[config.mk]
export PLATFORM = sky130hd
export DESIGN_NAME = fan_pwm_gen
export DESIGN_NICKNAME = d
export VERILOG_FILES = /design/src/rtl/fan_pwm_pkg.sv /design/src/rtl/fan_pwm_regs.sv /design/src/rtl/fan_pwm_prescaler.sv /design/src/rtl/fan_pwm_core.sv /design/src/rtl/fan_pwm_gen.sv
export SDC_FILE = /design/constraint.sdc
export NUM_CORES = 1
export LEC_CHECK = 0
export BUFFER_PORTS_ARGS = -buffer_cell sky130_fd_sc_hd__buf_4
export CAP_MARGIN = 20
export CELL_PAD_IN_SITES_DETAIL_PLACEMENT = 1
export CELL_PAD_IN_SITES_GLOBAL_PLACEMENT = 2
export CORE_UTILIZATION = 37
export CTS_BUF_LIST = sky130_fd_sc_hd__clkbuf_8 sky130_fd_sc_hd__clkbuf_16
export DETAILED_ROUTE_END_ITERATION = 10
export PLACE_DENSITY_LB_ADDON = 0.1
export SETUP_SLACK_MARGIN = 0.02
export SYNTH_ARGS = -nofsm -noshare
export SYNTH_HDL_FRONTEND = slang
export SYNTH_SLANG_ARGS = --single-unit
[constraint.sdc]
create_clock -name clk -period 4.8 [get_ports clk]
set_input_delay 0.48 -clock clk [delete_from_list [all_inputs] [get_ports clk]]
set_output_delay 0.48 -clock clk [all_outputs]
set_load 0.1 [all_outputs]
[src/rtl/fan_pwm_pkg.sv]
// Package fan_pwm_pkg
// Shared address encoding for the fan PWM generator register port.
// Assumes a one-bit address: duty at 0, config at 1.
package fan_pwm_pkg;
    typedef enum logic {
        FAN_ADDR_DUTY = 1'b0,
        FAN_ADDR_CFG  = 1'b1
    } fan_addr_e;
endpackage

[src/rtl/fan_pwm_regs.sv]
// Module fan_pwm_regs
// Holds the duty register and the config register {select, prescale}.
// Produces the effective duty (smart override or stored) and the readback.
// Assumes the prescale field fills every config bit below the select bit.
module fan_pwm_regs #(
    parameter int DUTY_W = 8
) (
    input  logic              clk,
    input  logic              rst_n,
    input  logic              wr_en,
    input  logic              reg_addr,
    input  logic [DUTY_W-1:0] wr_data,
    input  logic              smart_en,
    input  logic [DUTY_W-1:0] smart_duty,
    output logic [DUTY_W-1:0] rd_data,
    output logic [DUTY_W-1:0] duty_eff,
    output logic              sel_slow,
    output logic [DUTY_W-2:0] prescale,
    output logic              cfg_wr
);
    import fan_pwm_pkg::*;

    localparam int PRE_W = DUTY_W - 1;
    localparam logic [PRE_W-1:0] PRE_RESET = PRE_W'(1);

    logic [DUTY_W-1:0] duty_q;
    logic              sel_q;
    logic [PRE_W-1:0]  pre_q;
    logic              duty_wr;

    // Decode which register a write targets
    always_comb begin
        duty_wr = wr_en && (fan_addr_e'(reg_addr) == FAN_ADDR_DUTY);
        cfg_wr  = wr_en && (fan_addr_e'(reg_addr) == FAN_ADDR_CFG);
    end

    // Stored duty register, full-on at reset
    always_ff @(posedge clk) begin
        if (!rst_n) begin
            duty_q <= '1;
        end else if (duty_wr) begin
            duty_q <= wr_data;
        end
    end

    // Config register: fast reference, divide by one at reset
    always_ff @(posedge clk) begin
        if (!rst_n) begin
            sel_q <= 1'b0;
            pre_q <= PRE_RESET;
        end else if (cfg_wr) begin
            sel_q <= wr_data[DUTY_W-1];
            pre_q <= wr_data[PRE_W-1:0];
        end
    end

    // Effective duty and readback mux
    always_comb begin
        duty_eff = smart_en ? smart_duty : duty_q;
        sel_slow = sel_q;
        prescale = pre_q;
        if (fan_addr_e'(reg_addr) == FAN_ADDR_DUTY) begin
            rd_data = duty_eff;
        end else begin
            rd_data = {sel_q, pre_q};
        end
    end

    AST_DUTY_KEPT: assert property (@(posedge clk) disable iff (!rst_n)
        !duty_wr |=> $stable(duty_q)) else $error("duty changed without write");
    AST_SMART_KEEPS_STORE: assert property (@(posedge clk) disable iff (!rst_n)
        (smart_en && !wr_en) |=> $stable(duty_q)) else $error("smart mode touched store");
endmodule

[src/rtl/fan_pwm_prescaler.sv]
// Module fan_pwm_prescaler
// Picks one of two reference enables and divides it by the prescale value.
// Emits a one-cycle count_tick per divided tick; prescale 0 or 1 bypasses.
// Assumes reference enables are single-cycle pulses in the clk domain.
module fan_pwm_prescaler #(
    parameter int PRE_W = 7
) (
    input  logic             clk,
    input  logic             rst_n,
    input  logic             tick_fast,
    input  logic             tick_slow,
    input  logic             sel_slow,
    input  logic [PRE_W-1:0] prescale,
    input  logic             cfg_wr,
    output logic             count_tick
);
    logic [PRE_W-1:0] div_q;
    logic             sel_tick;
    logic             bypass;
    logic             div_last;

    // Reference selection and terminal-count detection
    always_comb begin
        sel_tick   = sel_slow ? tick_slow : tick_fast;
        bypass     = (prescale <= PRE_W'(1));
        div_last   = (div_q == prescale - PRE_W'(1));
        count_tick = sel_tick && (bypass || div_last);
    end

    // Divider counter, cleared by reset, config write or terminal count
    always_ff @(posedge clk) begin
        if (!rst_n) begin
            div_q <= '0;
        end else if (cfg_wr) begin
            div_q <= '0;
        end else if (sel_tick && !bypass) begin
            div_q <= div_last ? '0 : div_q + PRE_W'(1);
        end
    end

    AST_FAST_SOURCE: assert property (@(posedge clk) disable iff (!rst_n)
        (count_tick && !sel_slow) |-> tick_fast) else $error("tick not from fast ref");
    AST_SLOW_SOURCE: assert property (@(posedge clk) disable iff (!rst_n)
        (count_tick && sel_slow) |-> tick_slow) else $error("tick not from slow ref");
    AST_DIV_RANGE: assert property (@(posedge clk) disable iff (!rst_n)
        !bypass |-> (div_q < prescale)) else $error("divider out of range");
    AST_DIV_RESTART: assert property (@(posedge clk) disable iff (!rst_n)
        cfg_wr |=> (div_q == '0)) else $error("divider not restarted");
endmodule

[src/rtl/fan_pwm_core.sv]
// Module fan_pwm_core
// 256-step period counter and duty comparator producing the PWM output.
// The active duty is reloaded only when the counter wraps from max to 0.
// Assumes count_tick is a single-cycle enable.
module fan_pwm_core #(
    parameter int DUTY_W = 8
) (
    input  logic              clk,
    input  logic              rst_n,
    input  logic              count_tick,
    input  logic [DUTY_W-1:0] duty_eff,
    output logic              pwm_out
);
    localparam logic [DUTY_W-1:0] PHASE_MAX = '1;

    logic [DUTY_W-1:0] phase_q;
    logic [DUTY_W-1:0] duty_act_q;
    logic              wrap;

    // Period boundary detection
    always_comb begin
        wrap = count_tick && (phase_q == PHASE_MAX);
    end

    // Period counter steps once per divided tick
    always_ff @(posedge clk) begin
        if (!rst_n) begin
            phase_q <= '0;
        end else if (count_tick) begin
            phase_q <= phase_q + DUTY_W'(1);
        end
    end

    // Active duty latched at the start of each period
    always_ff @(posedge clk) begin
        if (!rst_n) begin
            duty_act_q <= '1;
        end else if (wrap) begin
            duty_act_q <= duty_eff;
        end
    end

    // Comparator with all-ones forced fully high
    always_comb begin
        pwm_out = (&duty_act_q) || (phase_q < duty_act_q);
    end

    AST_PHASE_HOLD: assert property (@(posedge clk) disable iff (!rst_n)
        !count_tick |=> $stable(phase_q)) else $error("phase moved without tick");
    AST_PHASE_STEP: assert property (@(posedge clk) disable iff (!rst_n)
        count_tick |=> (phase_q == $past(phase_q) + DUTY_W'(1))) else $error("phase step wrong");
    AST_ZERO_LOW: assert property (@(posedge clk) disable iff (!rst_n)
        (duty_act_q == '0) |-> !pwm_out) else $error("zero duty drove high");
    AST_FULL_HIGH: assert property (@(posedge clk) disable iff (!rst_n)
        (&duty_act_q) |-> pwm_out) else $error("full duty drove low");
    AST_DUTY_HOLD: assert property (@(posedge clk) disable iff (!rst_n)
        !wrap |=> $stable(duty_act_q)) else $error("duty changed mid period");
endmodule

[src/rtl/fan_pwm_gen.sv]
// Module fan_pwm_gen
// Top level of the prescaled fan PWM generator: register port, reference
// select and prescale divider, and the 256-step PWM core.
// Assumes all inputs are synchronous to clk; reset is synchronous active low.
module fan_pwm_gen #(
    parameter int DUTY_W = 8
) (
    input  logic              clk,
    input  logic              rst_n,
    input  logic              tick_fast,
    input  logic              tick_slow,
    input  logic              wr_en,
    input  logic              reg_addr,
    input  logic [DUTY_W-1:0] wr_data,
    output logic [DUTY_W-1:0] rd_data,
    input  logic              smart_en,
    input  logic [DUTY_W-1:0] smart_duty,
    output logic              pwm_out
);
    localparam int PRE_W = DUTY_W - 1;

    logic [DUTY_W-1:0] duty_eff;
    logic              sel_slow;
    logic [PRE_W-1:0]  prescale;
    logic              cfg_wr;
    logic              count_tick;

    fan_pwm_regs #(.DUTY_W(DUTY_W)) u_regs (
        .clk        (clk),
        .rst_n      (rst_n),
        .wr_en      (wr_en),
        .reg_addr   (reg_addr),
        .wr_data    (wr_data),
        .smart_en   (smart_en),
        .smart_duty (smart_duty),
        .rd_data    (rd_data),
        .duty_eff   (duty_eff),
        .sel_slow   (sel_slow),
        .prescale   (prescale),
        .cfg_wr     (cfg_wr)
    );

    fan_pwm_prescaler #(.PRE_W(PRE_W)) u_prescaler (
        .clk        (clk),
        .rst_n      (rst_n),
        .tick_fast  (tick_fast),
        .tick_slow  (tick_slow),
        .sel_slow   (sel_slow),
        .prescale   (prescale),
        .cfg_wr     (cfg_wr),
        .count_tick (count_tick)
    );

    fan_pwm_core #(.DUTY_W(DUTY_W)) u_core (
        .clk        (clk),
        .rst_n      (rst_n),
        .count_tick (count_tick),
        .duty_eff   (duty_eff),
        .pwm_out    (pwm_out)
    );
endmodule

## After elaboration in Yosys (flattened, before gate mapping)

Cells that the tools add are included.

- $add $sub $neg: 3
- Magnitude comparators: 2
- Equal/unequal tests: 2
- Multiplexer cells: 4
- Bitwise logic cells: 2
- Reductions and logical operators: 10

Operators by type and width:

| kind | count |
|---|---|
| 8-bit 2-to-1 mux | 2 |
| 8-bit by 1-bit adder with 8-bit output (second input constant) | 1 |
| 8-bit == test (second input constant) | 1 |
| 8-bit < comparator | 1 |
| 8-bit AND reduction | 1 |
| 7-bit by 1-bit adder with 7-bit output (second input constant) | 1 |
| 7-bit == test | 1 |
| 7-bit by 1-bit less-or-equal comparator with 1-bit output (second input constant) | 1 |
| 7-bit 2-to-1 mux | 1 |
| 7-bit by 1-bit subtractor with 7-bit output (second input constant) | 1 |
| 1-bit logical AND | 5 |
| 1-bit logical OR | 2 |
| 1-bit inverter | 2 |
| 2-bit OR reduction | 1 |
| 1-bit zero test | 1 |
| 1-bit 2-to-1 mux | 1 |

- Bits in registers: 39
- Input port bits: 23
- Word-level logic and storage cells: 29

## Longest topological paths before layout

- Word-level depth: 5
- Gate-level depth with buffers: 9
- Depth with buffers taken out: 8

## Modules after synthesis

A second synthesis with hierarchy kept.

- Cell total of the unflattened synthesis: 252
- Area total of the unflattened synthesis: 2318.5 sq um

By module, submodules not included:

| module | times used | cells each | area an instance (sq um) | seq. area each (sq um) |
|---|---|---|---|---|
| fan_pwm_regs | 1 | 92 | 899.6 | 320.3 |
| fan_pwm_core | 1 | 89 | 825.8 | 320.3 |
| fan_pwm_prescaler | 1 | 71 | 593.1 | 140.1 |

## Least setup slack after synthesis

Ideal clock, no wire load.

- Path kind: reg-to-output
- Start point: register u_core.duty_act_q[1]
- End point: output port pwm_out
- Data arrival time: 2.624 ns
- Required time: 4.320 ns
- Path slack: 1.696 ns
- Stages on the path, launching flop included: 8
- Buffers on the path: 0
- Cells stage by stage: dfxtp_1 > inv_1 > ha_1 > a21o_1 > a21o_1 > a21oi_1 > o21ai_0 > a21oi_1

- Longest elaborated chain between the ends: 2
- Elaborated cells on any way between the ends: 3
- Classes of those cells: order compare: 1; reduce/logical: 2

Ends and longest elaborated chain:

| item | RTL line | text |
|---|---|---|
| from (decl) | fan_pwm_core.sv:17 | `logic [DUTY_W-1:0] duty_act_q;` |
| from (signal assigned) | fan_pwm_core.sv:39 | `duty_act_q <= duty_eff;` |
| 8-bit < comparator / 8-bit AND reduction (equally long branches) | fan_pwm_core.sv:45 | `pwm_out = (&duty_act_q) \|\| (phase_q < duty_act_q);` |
| 1-bit logical OR (*) | fan_pwm_core.sv:45 |  |
| to (decl) | fan_pwm_gen.sv:18 | `output logic pwm_out` |

Mark *: on every way between the ends. The rest lies on a longest branch, timed or not.

## Worst setup path after layout

Ends and elaborated chain as after synthesis.

==> summary.md <==
| Metric | Value |
|---|---|
| Layout cell share with drive strength beyond 1 | 16.3% |
| Crit Path Category | register to output pin |
| Met3 WL post-DR | 203 um |
| Fin. Hold Viols | 0 |
| DRC errors left | 0 |
| Yosys Warn Count | 0 |
| Rows | 27 |
| Yosys top cell by area | dfxtp_1 |
| CP Max Fanout | 3 |
| Syn_area_per_cell | 8.62 um2 |
| Most frequent cell after synthesis | dfxtp_1 |
| Largest net degree at the start of global routing | 19 |
| Cts hold-fix bufs | 0 |
| CTS sink cnt | 39 |
| CP startpoint kind | register |
| Vias | 1876 |
| Io pins | 32 |
| Longest Clk Path Bufs | 2 |
| Clk_skew | 0.0113 ns |
| Distinct cell type count after synthesis | 36 |
| Arrival time at the worst endpoint | 1.98 ns |
| Clk pin slew, worst setup/hold paths | 0.08 ns |
| Comb pwr share | 21.8% |
| CTS tree | built |
| Seq pwr share | 42.6% |
| GRT Util Overall | 20.5% |
| Synth cell count leaders | 39 x dfxtp_1, 37 x nand2_1, 18 x a21oi_1, 18 x mux2i_1 |
| Pwr per Cell Area | 316 nW/um2 |
| Placer congestion estimate | 0.712 |
| Delay-heaviest family, CP | compound AO/OA/AOI/OAI gates |
| Root buf cell | clkbuf_8 |
| Area share of the largest cell type after synthesis | 35.8% |
| Die W | 78.8 um |
| Max Freq | 407 MHz |
| Final core occ | 45.9% |
| Final #Nets | 315 |
| Final Critical Period | 2.46 ns |
| Violation count after the first detailed-routing iteration | 48 |
| Die ar. | 6210 um2 |
| IO buf count | 31 |
| H-tree levels | 2 |
| Status | finished clean |
| Internal Power | 561 uW |
| Initial Utilization | 38.9% |
| Total Power | 813 uW |
| CP peak stage delay | 0.36 ns |
| Chip Height | 78.8 um |
| Synth Flop Type | dfxtp_1 |
| Hold Path Class | primary input to register |
| Post-DR vias/cell | 5.30 |
| Switch share | 31.0% |
| Transition time at the pin with the least slew margin | 0.633 ns |
| First-pass GRT wire length | 9570 um |
| Critical Path RT | 4.32 ns |
| Synth area leaders | dfxtp_1 36%, mux2i_1 8.3%, nand2_1 6.4% |
| Clock power share | 35.6% |
| WL met1 | 2710 um |
| Metal2 WL | 2740 um |
| DP Area | 2460 um2 |
| WP buf/inv | 2 |
| Final HPWL DP | 4440 um |
| Max Slew Vio Count | 0 |
| ANT cells | 0 |
| Post-synthesis sequential area ratio | 35.8% |
| Switching Power | 252 uW |
| Pre-antenna DRT Iters | 4 |
| # Post-CTS Setup Buffers | 0 |
| Post-Synthesis Cells | 253 |
| Num CTS Buffers | 5 |
| Final WL | 5710 um |
| P&R area growth vs syn | 17.9% |
| Slew headroom | 57.6% |
| Skew-Pair Late Insertion Delay | 0.29 ns |
| Fraction of registers with async set/reset | 0% |
| Vias in the first global route | 1909 |
| Initial antenna violation count | 0 |
| Mapped Nets | 287 |
| Final period utilization | 51.2% |
| Static leakage | 1.18 nW |
| Crit path capture type | output pin |
| Top Metal Used | met4 |
| Unrepaired setup endpoints after global routing | false |
| Final setup fails | 0 |
| DRT antenna net count | 0 |
| Post-synth EDFFs | 0 |
| Yosys reg bits | 39 |
| Congestion Overflow GR | 0 |
| Core Footprint | 5610 um2 |
| Critical path cell sequence | inv_1, ha_1, a21o_1, a21o_1, a21oi_1, o21ai_0, a21oi_1, buf_4 |
| WL per Instance | 16.1 um |
| Mapped cell area | 2180 um2 |
| Slowest CP cell | dfxtp_1 |
| Total negative setup slack | 0 ns |
| Max-cap viol count | 0 |
| Design area | 2570 um2 |
| VDD IR-drop max | 148 uV |
| PostCTS Resize Cnt | 0 |
stage by stage:
| stage | setup WS, ns | hold slack, ns | instances |
|---|---|---|---|
| 2_1_floorplan | 1.70 | 0.440 | 253 |
| 5_1_grt | 2.05 | 0.414 | 354 |
| 3_3_place_gp | 2.40 | 0.449 | 346 |
| 6_report | 2.34 | 0.420 | 354 |
| 3_5_place_dp | 2.37 | 0.455 | 346 |
| 4_1_cts | 2.30 | 0.409 | 354 |
flip-flops by register name, summed over array words and instances (netlist names):
name	flops
u_regs.prescale	7
u_prescaler.div_q	7
u_core.duty_act_q	8
u_core.phase_q	8
u_regs.duty_q	8
u_regs.sel_slow	1
path summary, 6_finish.rpt:
kind	cells past startpoint	endpoint	from	slack, ns
worst max-delay path	8	pwm_out	u_core.duty_act_q[1]	2.34
worst min-delay path	3	u_regs.duty_q[5]	wr_data[5]	0.42
worst max register to register	7	u_core.phase_q[5]	u_regs.prescale[0]	2.38
worst min register to register	2	u_regs.duty_q[2]	u_regs.duty_q[2]	0.47
cell families (layout without fill, tap and decap cells):
group                      after synthesis  in the layout  synth area share, %
AOI/OAI and AO/OA                       48             48                 16.5
xor gates and xnor gates                15             15                 6.02
adders and majority gates               11             11                 6.31
buffers and inverters                   27             56                 5.33
DFF                                     39             39                 35.8
muxes                                   18             18                 8.26
and+or+nand+nor                         95             95                 21.8
cell usage in the layout (no fill, tap or decap), types with 2 or more instances in the layout:
cell type  instances
clkbuf_8           6
dfxtp_1           39
and3_1             7
inv_1             16
nor2_1             9
o21bai_1           2
nand3_1           16
a21o_1             4
or4_1              5
nor2b_1            3
buf_4             32
mux2i_1           18
nand4_1            5
a21oi_1           18
o21ai_0            4
nand2_1           37
xnor2_1            9
a2bb2oi_1          8
nor3_2             2
or3_1              2
o31ai_1            5
xor2_1             6
nand2b_1           4
ha_1              11
power groups by stage:
stage               Sequential [mW]  Combinational (mW)  Clock [mW]
floorplan                     0.350               0.137           0
global placement              0.354               0.177           0
detailed placement            0.354               0.179           0
CTS                           0.347               0.180       0.297
global route                  0.349               0.192       0.313
finish                        0.347               0.177       0.289
layout make-up:
class | count | area [um2]
clock inverter | 2 | 35.0
fill | 694 | 3030
clock buffer | 6 | 82.6
tap | 72 | 90.1
multi-input combinational | 187 | 1280
timing repair buffer | 32 | 240
inverter | 16 | 60.1
sequential | 39 | 781
tightest hold or removal path, delay by kind of cell:
family | cells | cell delay [ns]
buf+inv | 1 | 0.09
simple gates | 2 | 0.11
metal layers:
metal | vias up | global-route usage (%)
met4 | 0 | 5.00
li1 | 947 | -
met2 | 29 | 35.5
met5 | - | 0
met1 | 896 | 25.4
met3 | 4 | 4.71
Note: power is estimated with default switching activity, not from simulation.
